`config.mk`:
```
export PLATFORM = sky130hd
export DESIGN_NAME = seg_xlate
export DESIGN_NICKNAME = d
export VERILOG_FILES = /design/src/rtl/seg_xlate_pkg.sv /design/src/rtl/seg_decode.sv /design/src/rtl/align_check.sv /design/src/rtl/err_code_sel.sv /design/src/rtl/rsp_stage.sv /design/src/rtl/seg_xlate.sv
export SDC_FILE = /design/constraint.sdc
export NUM_CORES = 1
export LEC_CHECK = 0
export BUFFER_PORTS_ARGS = -buffer_cell sky130_fd_sc_hd__buf_2
export CAP_MARGIN = 20
export CORE_UTILIZATION = 50
export CTS_CLUSTER_SIZE = 25
export DETAILED_ROUTE_END_ITERATION = 6
export PLACE_DENSITY = 0.79
export SYNTH_ARGS = -nofsm -noshare
export SYNTH_HDL_FRONTEND = slang
export SYNTH_SLANG_ARGS = --single-unit
```
`constraint.sdc`:
```
create_clock -name clk -period 2.1 [get_ports clk]
set_input_delay 0.525 -clock clk [delete_from_list [all_inputs] [get_ports clk]]
set_output_delay 0.525 -clock clk [all_outputs]
set_load 0.03 [all_outputs]
```
`src/rtl/seg_xlate_pkg.sv`:
```
package seg_xlate_pkg;

  localparam int unsigned ADDR_W = 64;
  localparam int unsigned CODE_W = 5;

  typedef enum logic [1:0] {
    RGN_USER  = 2'b00,
    RGN_SUPER = 2'b01,
    RGN_PHYS  = 2'b10,
    RGN_KERN  = 2'b11
  } region_e;

  localparam logic [1:0] KIND_STORE = 2'b10;

  localparam logic [CODE_W-1:0] CODE_NONE  = 5'h00;
  localparam logic [CODE_W-1:0] CODE_LOAD  = 5'h04;
  localparam logic [CODE_W-1:0] CODE_STORE = 5'h05;

endpackage

```
`src/rtl/seg_decode.sv`:
```
module seg_decode #(
  parameter int unsigned VA_W     = 64,
  parameter int unsigned WIN_W    = 59,
  parameter int unsigned COMPAT_W = 29
) (
  input  logic [VA_W-1:0] vaddr,
  output logic            hit,
  output logic [VA_W-1:0] paddr
);
  import seg_xlate_pkg::*;

  localparam int unsigned SEL_LO    = VA_W - 2;
  localparam int unsigned PREFIX_HI = VA_W - 3;
  localparam int unsigned PREFIX_LO = COMPAT_W + 2;

  region_e    region;
  logic       prefix_ones;
  logic [1:0] sub_sel;

  assign region      = region_e'(vaddr[VA_W-1:SEL_LO]);
  assign prefix_ones = &vaddr[PREFIX_HI:PREFIX_LO];
  assign sub_sel     = vaddr[COMPAT_W+1:COMPAT_W];

  always_comb begin
    hit   = 1'b0;
    paddr = '0;
    unique case (region)
      RGN_PHYS: begin
        hit   = 1'b1;
        paddr = VA_W'(vaddr[WIN_W-1:0]);
      end
      RGN_KERN: begin
        // only the two lower compatibility windows bypass translation
        hit   = prefix_ones && !sub_sel[1];
        paddr = VA_W'(vaddr[COMPAT_W-1:0]);
      end
      RGN_USER, RGN_SUPER: begin
        hit   = 1'b0;
        paddr = '0;
      end
      default: begin
        hit   = 1'b0;
        paddr = '0;
      end
    endcase
  end

endmodule

```
`src/rtl/align_check.sv`:
```
module align_check #(
  parameter int unsigned SIZE_W = 2
) (
  input  logic [SIZE_W-1:0]               size,
  input  logic [(1<<SIZE_W)-2:0]          offs,
  output logic                            misaligned
);
  localparam int unsigned OFFS_W = (1 << SIZE_W) - 1;

  logic [OFFS_W-1:0] need_zero;

  for (genvar i = 0; i < OFFS_W; i++) begin : g_bit
    assign need_zero[i] = (size > SIZE_W'(i));
  end

  assign misaligned = |(offs & need_zero);

endmodule

```
`src/rtl/err_code_sel.sv`:
```
module err_code_sel
  import seg_xlate_pkg::*;
(
  input  logic [1:0]        kind,
  output logic [CODE_W-1:0] code
);
  assign code = (kind == KIND_STORE) ? CODE_STORE : CODE_LOAD;
endmodule

```
`src/rtl/rsp_stage.sv`:
```
module rsp_stage #(
  parameter int unsigned W = 8
) (
  input  logic         clk,
  input  logic         rst_n,
  input  logic         in_valid,
  output logic         in_ready,
  input  logic [W-1:0] in_data,
  output logic         out_valid,
  input  logic         out_ready,
  output logic [W-1:0] out_data
);
  assign in_ready = !out_valid || out_ready;

  always_ff @(posedge clk) begin
    if (!rst_n) begin
      out_valid <= 1'b0;
      out_data  <= '0;
    end else if (in_ready) begin
      out_valid <= in_valid;
      if (in_valid) out_data <= in_data;
    end
  end

  AST_HOLD_STALL: assert property (@(posedge clk) disable iff (!rst_n)
    out_valid && !out_ready |=> out_valid && $stable(out_data));

endmodule

```
`src/rtl/seg_xlate.sv`:
```
module seg_xlate
  import seg_xlate_pkg::*;
#(
  parameter int unsigned VA_W     = ADDR_W,
  parameter int unsigned WIN_W    = 59,
  parameter int unsigned COMPAT_W = 29,
  parameter int unsigned SIZE_W   = 2
) (
  input  logic              clk,
  input  logic              rst_n,
  input  logic              req_valid,
  output logic              req_ready,
  input  logic [VA_W-1:0]   req_vaddr,
  input  logic [1:0]        req_kind,
  input  logic [SIZE_W-1:0] req_size,
  output logic              rsp_valid,
  input  logic              rsp_ready,
  output logic              rsp_fault,
  output logic [CODE_W-1:0] rsp_code,
  output logic [VA_W-1:0]   rsp_paddr,
  output logic [VA_W-1:0]   rsp_badaddr
);
  localparam int unsigned OFFS_W = (1 << SIZE_W) - 1;
  localparam int unsigned PAY_W  = 1 + CODE_W + 2 * VA_W;

  logic              seg_hit;
  logic [VA_W-1:0]   seg_pa;
  logic              misaligned;
  logic [CODE_W-1:0] err_code;
  logic              fault;
  logic [PAY_W-1:0]  pay_in;
  logic [PAY_W-1:0]  pay_out;

  seg_decode #(.VA_W(VA_W), .WIN_W(WIN_W), .COMPAT_W(COMPAT_W)) u_decode (
    .vaddr (req_vaddr),
    .hit   (seg_hit),
    .paddr (seg_pa)
  );

  align_check #(.SIZE_W(SIZE_W)) u_align (
    .size       (req_size),
    .offs       (req_vaddr[OFFS_W-1:0]),
    .misaligned (misaligned)
  );

  err_code_sel u_code (
    .kind (req_kind),
    .code (err_code)
  );

  // alignment fault wins over the region result
  assign fault  = misaligned || !seg_hit;
  assign pay_in = {fault,
                   fault ? err_code : CODE_NONE,
                   fault ? '0 : seg_pa,
                   fault ? req_vaddr : '0};

  rsp_stage #(.W(PAY_W)) u_stage (
    .clk       (clk),
    .rst_n     (rst_n),
    .in_valid  (req_valid),
    .in_ready  (req_ready),
    .in_data   (pay_in),
    .out_valid (rsp_valid),
    .out_ready (rsp_ready),
    .out_data  (pay_out)
  );

  assign {rsp_fault, rsp_code, rsp_paddr, rsp_badaddr} = pay_out;

  AST_RSP_NEXT_CYCLE: assert property (@(posedge clk) disable iff (!rst_n)
    req_valid && req_ready |=> rsp_valid);
  AST_FAULT_PA_ZERO: assert property (@(posedge clk) disable iff (!rst_n)
    rsp_valid && rsp_fault |-> rsp_paddr == '0);
  AST_FAULT_CODE_KIND: assert property (@(posedge clk) disable iff (!rst_n)
    rsp_valid && rsp_fault |-> (rsp_code == CODE_LOAD || rsp_code == CODE_STORE));
  AST_CLEAN_SUCCESS: assert property (@(posedge clk) disable iff (!rst_n)
    rsp_valid && !rsp_fault |-> (rsp_code == CODE_NONE && rsp_badaddr == '0));
  AST_PA_IN_WINDOW: assert property (@(posedge clk) disable iff (!rst_n)
    rsp_valid && !rsp_fault |-> rsp_paddr[VA_W-1:WIN_W] == '0);

endmodule

```
==> summary.txt <==
Place
  • Routability-driven placement congestion ratio: 0.825
  • Dpl ws: 0.0409 ns
  • Port Buf Inserts: 199
  • Post-DP HPWL: 12400 µm

Floorplanning
  • Die Y-Extent: 116 µm
  • Core Box Area: 12600 µm²
  • DIE AREA: 13300 µm²
  • Initial standard-cell utilization of the core: 51.2%
  • Die width: 116 µm
  • Std cell rows: 41
  • Count of pins on the block boundary: 208

Critical path
  • Cell breakdown of the critical path: buf_2 -> nand4_1 -> nor4_4 -> buf_12 -> a21oi_4 -> buf_12 -> a211oi_1
  • Delay-heaviest family, CP: simple AND/OR/NAND/NOR gates
  • Startpoint of the worst register-to-register path: u_stage.out_valid
  • Reg-to-Reg End: u_stage.out_data[72]
  • Data required time of the critical path: 2.39 ns
  • R2R setup slack: 0.52 ns
  • Largest incremental delay on the critical path: 0.37 ns
  • Most common cell type on the critical path: sky130_fd_sc_hd__buf_12
  • Element type at the critical path start: primary input
  • Cell with the largest stage delay on the worst path: sky130_fd_sc_hd__nor4_4
  • Crit path kind: in -> reg
  • Top fanout value on the critical path: 28
  • Crit path from: req_vaddr[43]
  • Arrival time at the worst endpoint: 2.07 ns
  • Length in cells of the worst reg-to-reg path: 5
  • Category of the worst setup path capture point: register
  • Worst path bufs/invs: 3

Cells and area
  • Area added between synthesis and finish: 28.0%
  • Proportion of layout cells with a drive suffix above 1: 32.5%
  • Share of the core filled with cells in the final layout: 65.6%
  • Count of nets after finishing: 983
  • Number of inserted filler cells in the final layout: 1063

Detailed routing
  • Vias/cell: 6.19
  • Average wire length per cell after detail routing: 18.1 µm
  • First-pass iteration count of the detailed router: 6
  • Detailed-route wire length: 19800 µm
  • Post-detailed-route DRC marker count: 0
  • Via count: 6786
  • Starting DRT DRC Count: 766
  • Routed Antenna Nets: 0

CTS
  • Clock-pin slew on the worst setup and hold paths: 0.06 ns
  • Post-CTS sizing: 0
  • Hold-fix buffers at CTS: 0
  • Clock tree from TritonCTS: done
  • Num Clock Sinks: 126
  • Master cell of the clock root buffer: sky130_fd_sc_hd__clkbuf_16
  • Clock network latency to the later pin of the worst-skew pair: 0.41 ns
  • Count of H-tree levels built during CTS: 4
  • Setup fix buffers added after clock tree synthesis: 0
  • CTS Buf Count: 17
  • Clk buf depth: 2

GRT
  • Global-route wire length before repair: 31600 µm
  • Global Route Usage Sum: 30.0%
  • Final global-route overflow total: 0
  • Initial antenna violation count: 1
  • Vias in the first global route: 6162
  • Pin count of the biggest net entering global routing: 75

Synthesis
  • Synth unique cells: 29
  • Flip-flop and latch count after synthesis: 126
  • Netlist area before placement: 6440 µm²
  • Synthesized area divided by synthesized cell count: 8.46 µm²
  • Sequential element share of the synthesized area: 39.2%
  • Number of warnings reported in the yosys synthesis log: 0
  • Post-Synthesis Cells: 761

Power
  • Total power divided by cell area: 817 nW/µm²
  • Cell leakage power: 3.32 nW
  • IR Drop Worst-Case VDD: 0.000573 V

Min path
  • Classification of the worst-slack hold path: in -> reg
  • Worst hold start: req_vaddr[6]
  • Cell depth of the worst hold path: 3
  • Hold worst-path end: u_stage.out_data[70]

Timing
  • Final setup violation count: 0
  • Setup skew after layout: 0.0131 ns
  • Min Tclk post-route: 1.78 ns
  • Summed negative setup slack over all endpoints: 0 ns
  • Setup repair after global routing missed its margin: no
  • Period utilization: 84.6%
  • Final worst hold slack: 0.403 ns
  • Max Clk Rate: 563 MHz
  • Final Max Tran Viols: 0
  • Slack of the critical path: 0.323 ns
  • Number of failing hold endpoints at the final stage: 0

Flow run
  • MaxCap Viol Count: 0

Outcome
  • Run status: completed
## Yosys cell counts
cell,number,share of area [%]
sky130_fd_sc_hd__a21o_1,1,0.12
sky130_fd_sc_hd__nand3b_1,1,0.12
sky130_fd_sc_hd__a211oi_2,30,5.8
sky130_fd_sc_hd__a2111oi_4,1,0.43
sky130_fd_sc_hd__a2111oi_0,1,0.14
sky130_fd_sc_hd__buf_6,4,0.70
sky130_fd_sc_hd__conb_1,1,0.058
sky130_fd_sc_hd__buf_2,30,2.3
sky130_fd_sc_hd__and2_1,1,0.097
sky130_fd_sc_hd__dfxtp_1,126,39
sky130_fd_sc_hd__a31o_2,1,0.14
sky130_fd_sc_hd__a21oi_1,64,5.0
sky130_fd_sc_hd__nor4_2,2,0.39
sky130_fd_sc_hd__clkbuf_1,56,3.3
sky130_fd_sc_hd__nand3_1,123,9.6
sky130_fd_sc_hd__o2bb2ai_1,63,8.6
sky130_fd_sc_hd__o221a_1,1,0.17
sky130_fd_sc_hd__a31oi_1,1,0.097
sky130_fd_sc_hd__inv_2,1,0.058
sky130_fd_sc_hd__inv_1,3,0.17
sky130_fd_sc_hd__buf_4,11,1.3
sky130_fd_sc_hd__nand4b_1,2,0.27
sky130_fd_sc_hd__nand2b_1,1,0.097
sky130_fd_sc_hd__buf_1,9,0.52
sky130_fd_sc_hd__a21boi_0,1,0.12
sky130_fd_sc_hd__nand2_1,63,3.7
sky130_fd_sc_hd__o21a_1,64,7.5
sky130_fd_sc_hd__a211oi_1,31,3.6
sky130_fd_sc_hd__nand4_1,68,6.6
## how the worst max path moves through the flow
stage                                end  slack (ns)  depth (start not counted)
finish              u_stage.out_data[72]        0.32                          7
detailed placement  u_stage.out_data[72]        0.04                          6
floorplan                      req_ready        0.29                          3
CTS                            req_ready        0.38                          2
global placement    u_stage.out_data[19]        0.09                          7
global route        u_stage.out_data[72]        0.29                          7
## per-layer routing
metal  vias up  share of wire, %  track usage [%]
met3        43               8.9             7.32
li1       3162                 -                -
met5         -                 0                0
met4         0               2.3             12.6
met1      3202                43             39.6
met2       379                46             46.9
## cells in the final DEF, fill, tap and decap left out, drive strengths merged
cell,instances
o221a,1
a31o,1
o2bb2ai,63
buf,234
inv,4
nand2b,1
nand4b,2
nand3,123
a2111oi,2
nand4,68
a21boi,1
clkinv,4
nand2,63
clkbuf,24
a21oi,64
a21o,1
nand3b,1
a31oi,1
conb,8
dfxtp,126
bufinv,3
a211oi,61
nor4,2
o21a,64
diode,1
and2,1
## flip-flops by register name, indices dropped and copies added, names as in the netlist
name and count:
u_stage.out_valid 1, u_stage.out_data 125
## power by group
group | switching [W] | total, W | internal [W]
combinational | 0.000799 | 0.00118 | 0.000383
clock | 0.00103 | 0.00297 | 0.00195
sequential | 0.0000660 | 0.00258 | 0.00251
total | 0.00189 | 0.00673 | 0.00484
## final cells by class
class / instances / area [µm²] / share of cell area (%)
multi-input combinational: 528 / 3460 / 42.0
tap: 172 / 215 / 2.61
antenna: 1 / 2.50 / 0.0304
sequential: 126 / 2520 / 30.6
clock inverter: 7 / 110 / 1.34
inverter: 4 / 15.0 / 0.182
clock buffer: 24 / 482 / 5.84
timing repair buffer: 234 / 1440 / 17.4
## worst min-delay path: stages
cell and delay (ns):
sky130_fd_sc_hd__buf_2 0.12, sky130_fd_sc_hd__nand3_1 0.06, sky130_fd_sc_hd__a211oi_1 0.06
## per-stage QoR
stage / cells / power, W / area, µm²
2_1_floorplan: 768 / 0.00340 / 6470
3_3_place_gp: 1064 / 0.00378 / 7650
3_5_place_dp: 1064 / 0.00379 / 7650
4_1_cts: 1095 / 0.00675 / 8240
5_1_grt: 1096 / 0.00698 / 8240
6_report: 1096 / 0.00673 / 8240
## cells by family (layout without fill, tap and decap cells)
| kind of cell | count (synthesis) | after routing | share of synthesized area (%) |
|---|---|---|---|
| AO/OA/AOI/OAI | 259 | 259 | 31.6 |
| buffers and inverters | 114 | 269 | 8.33 |
| flip-flops | 126 | 126 | 39.2 |
| other | 1 | 9 | 0.0582 |
| AND/OR/NAND/NOR | 261 | 261 | 20.8 |
(Power assumes the default switching activity.)
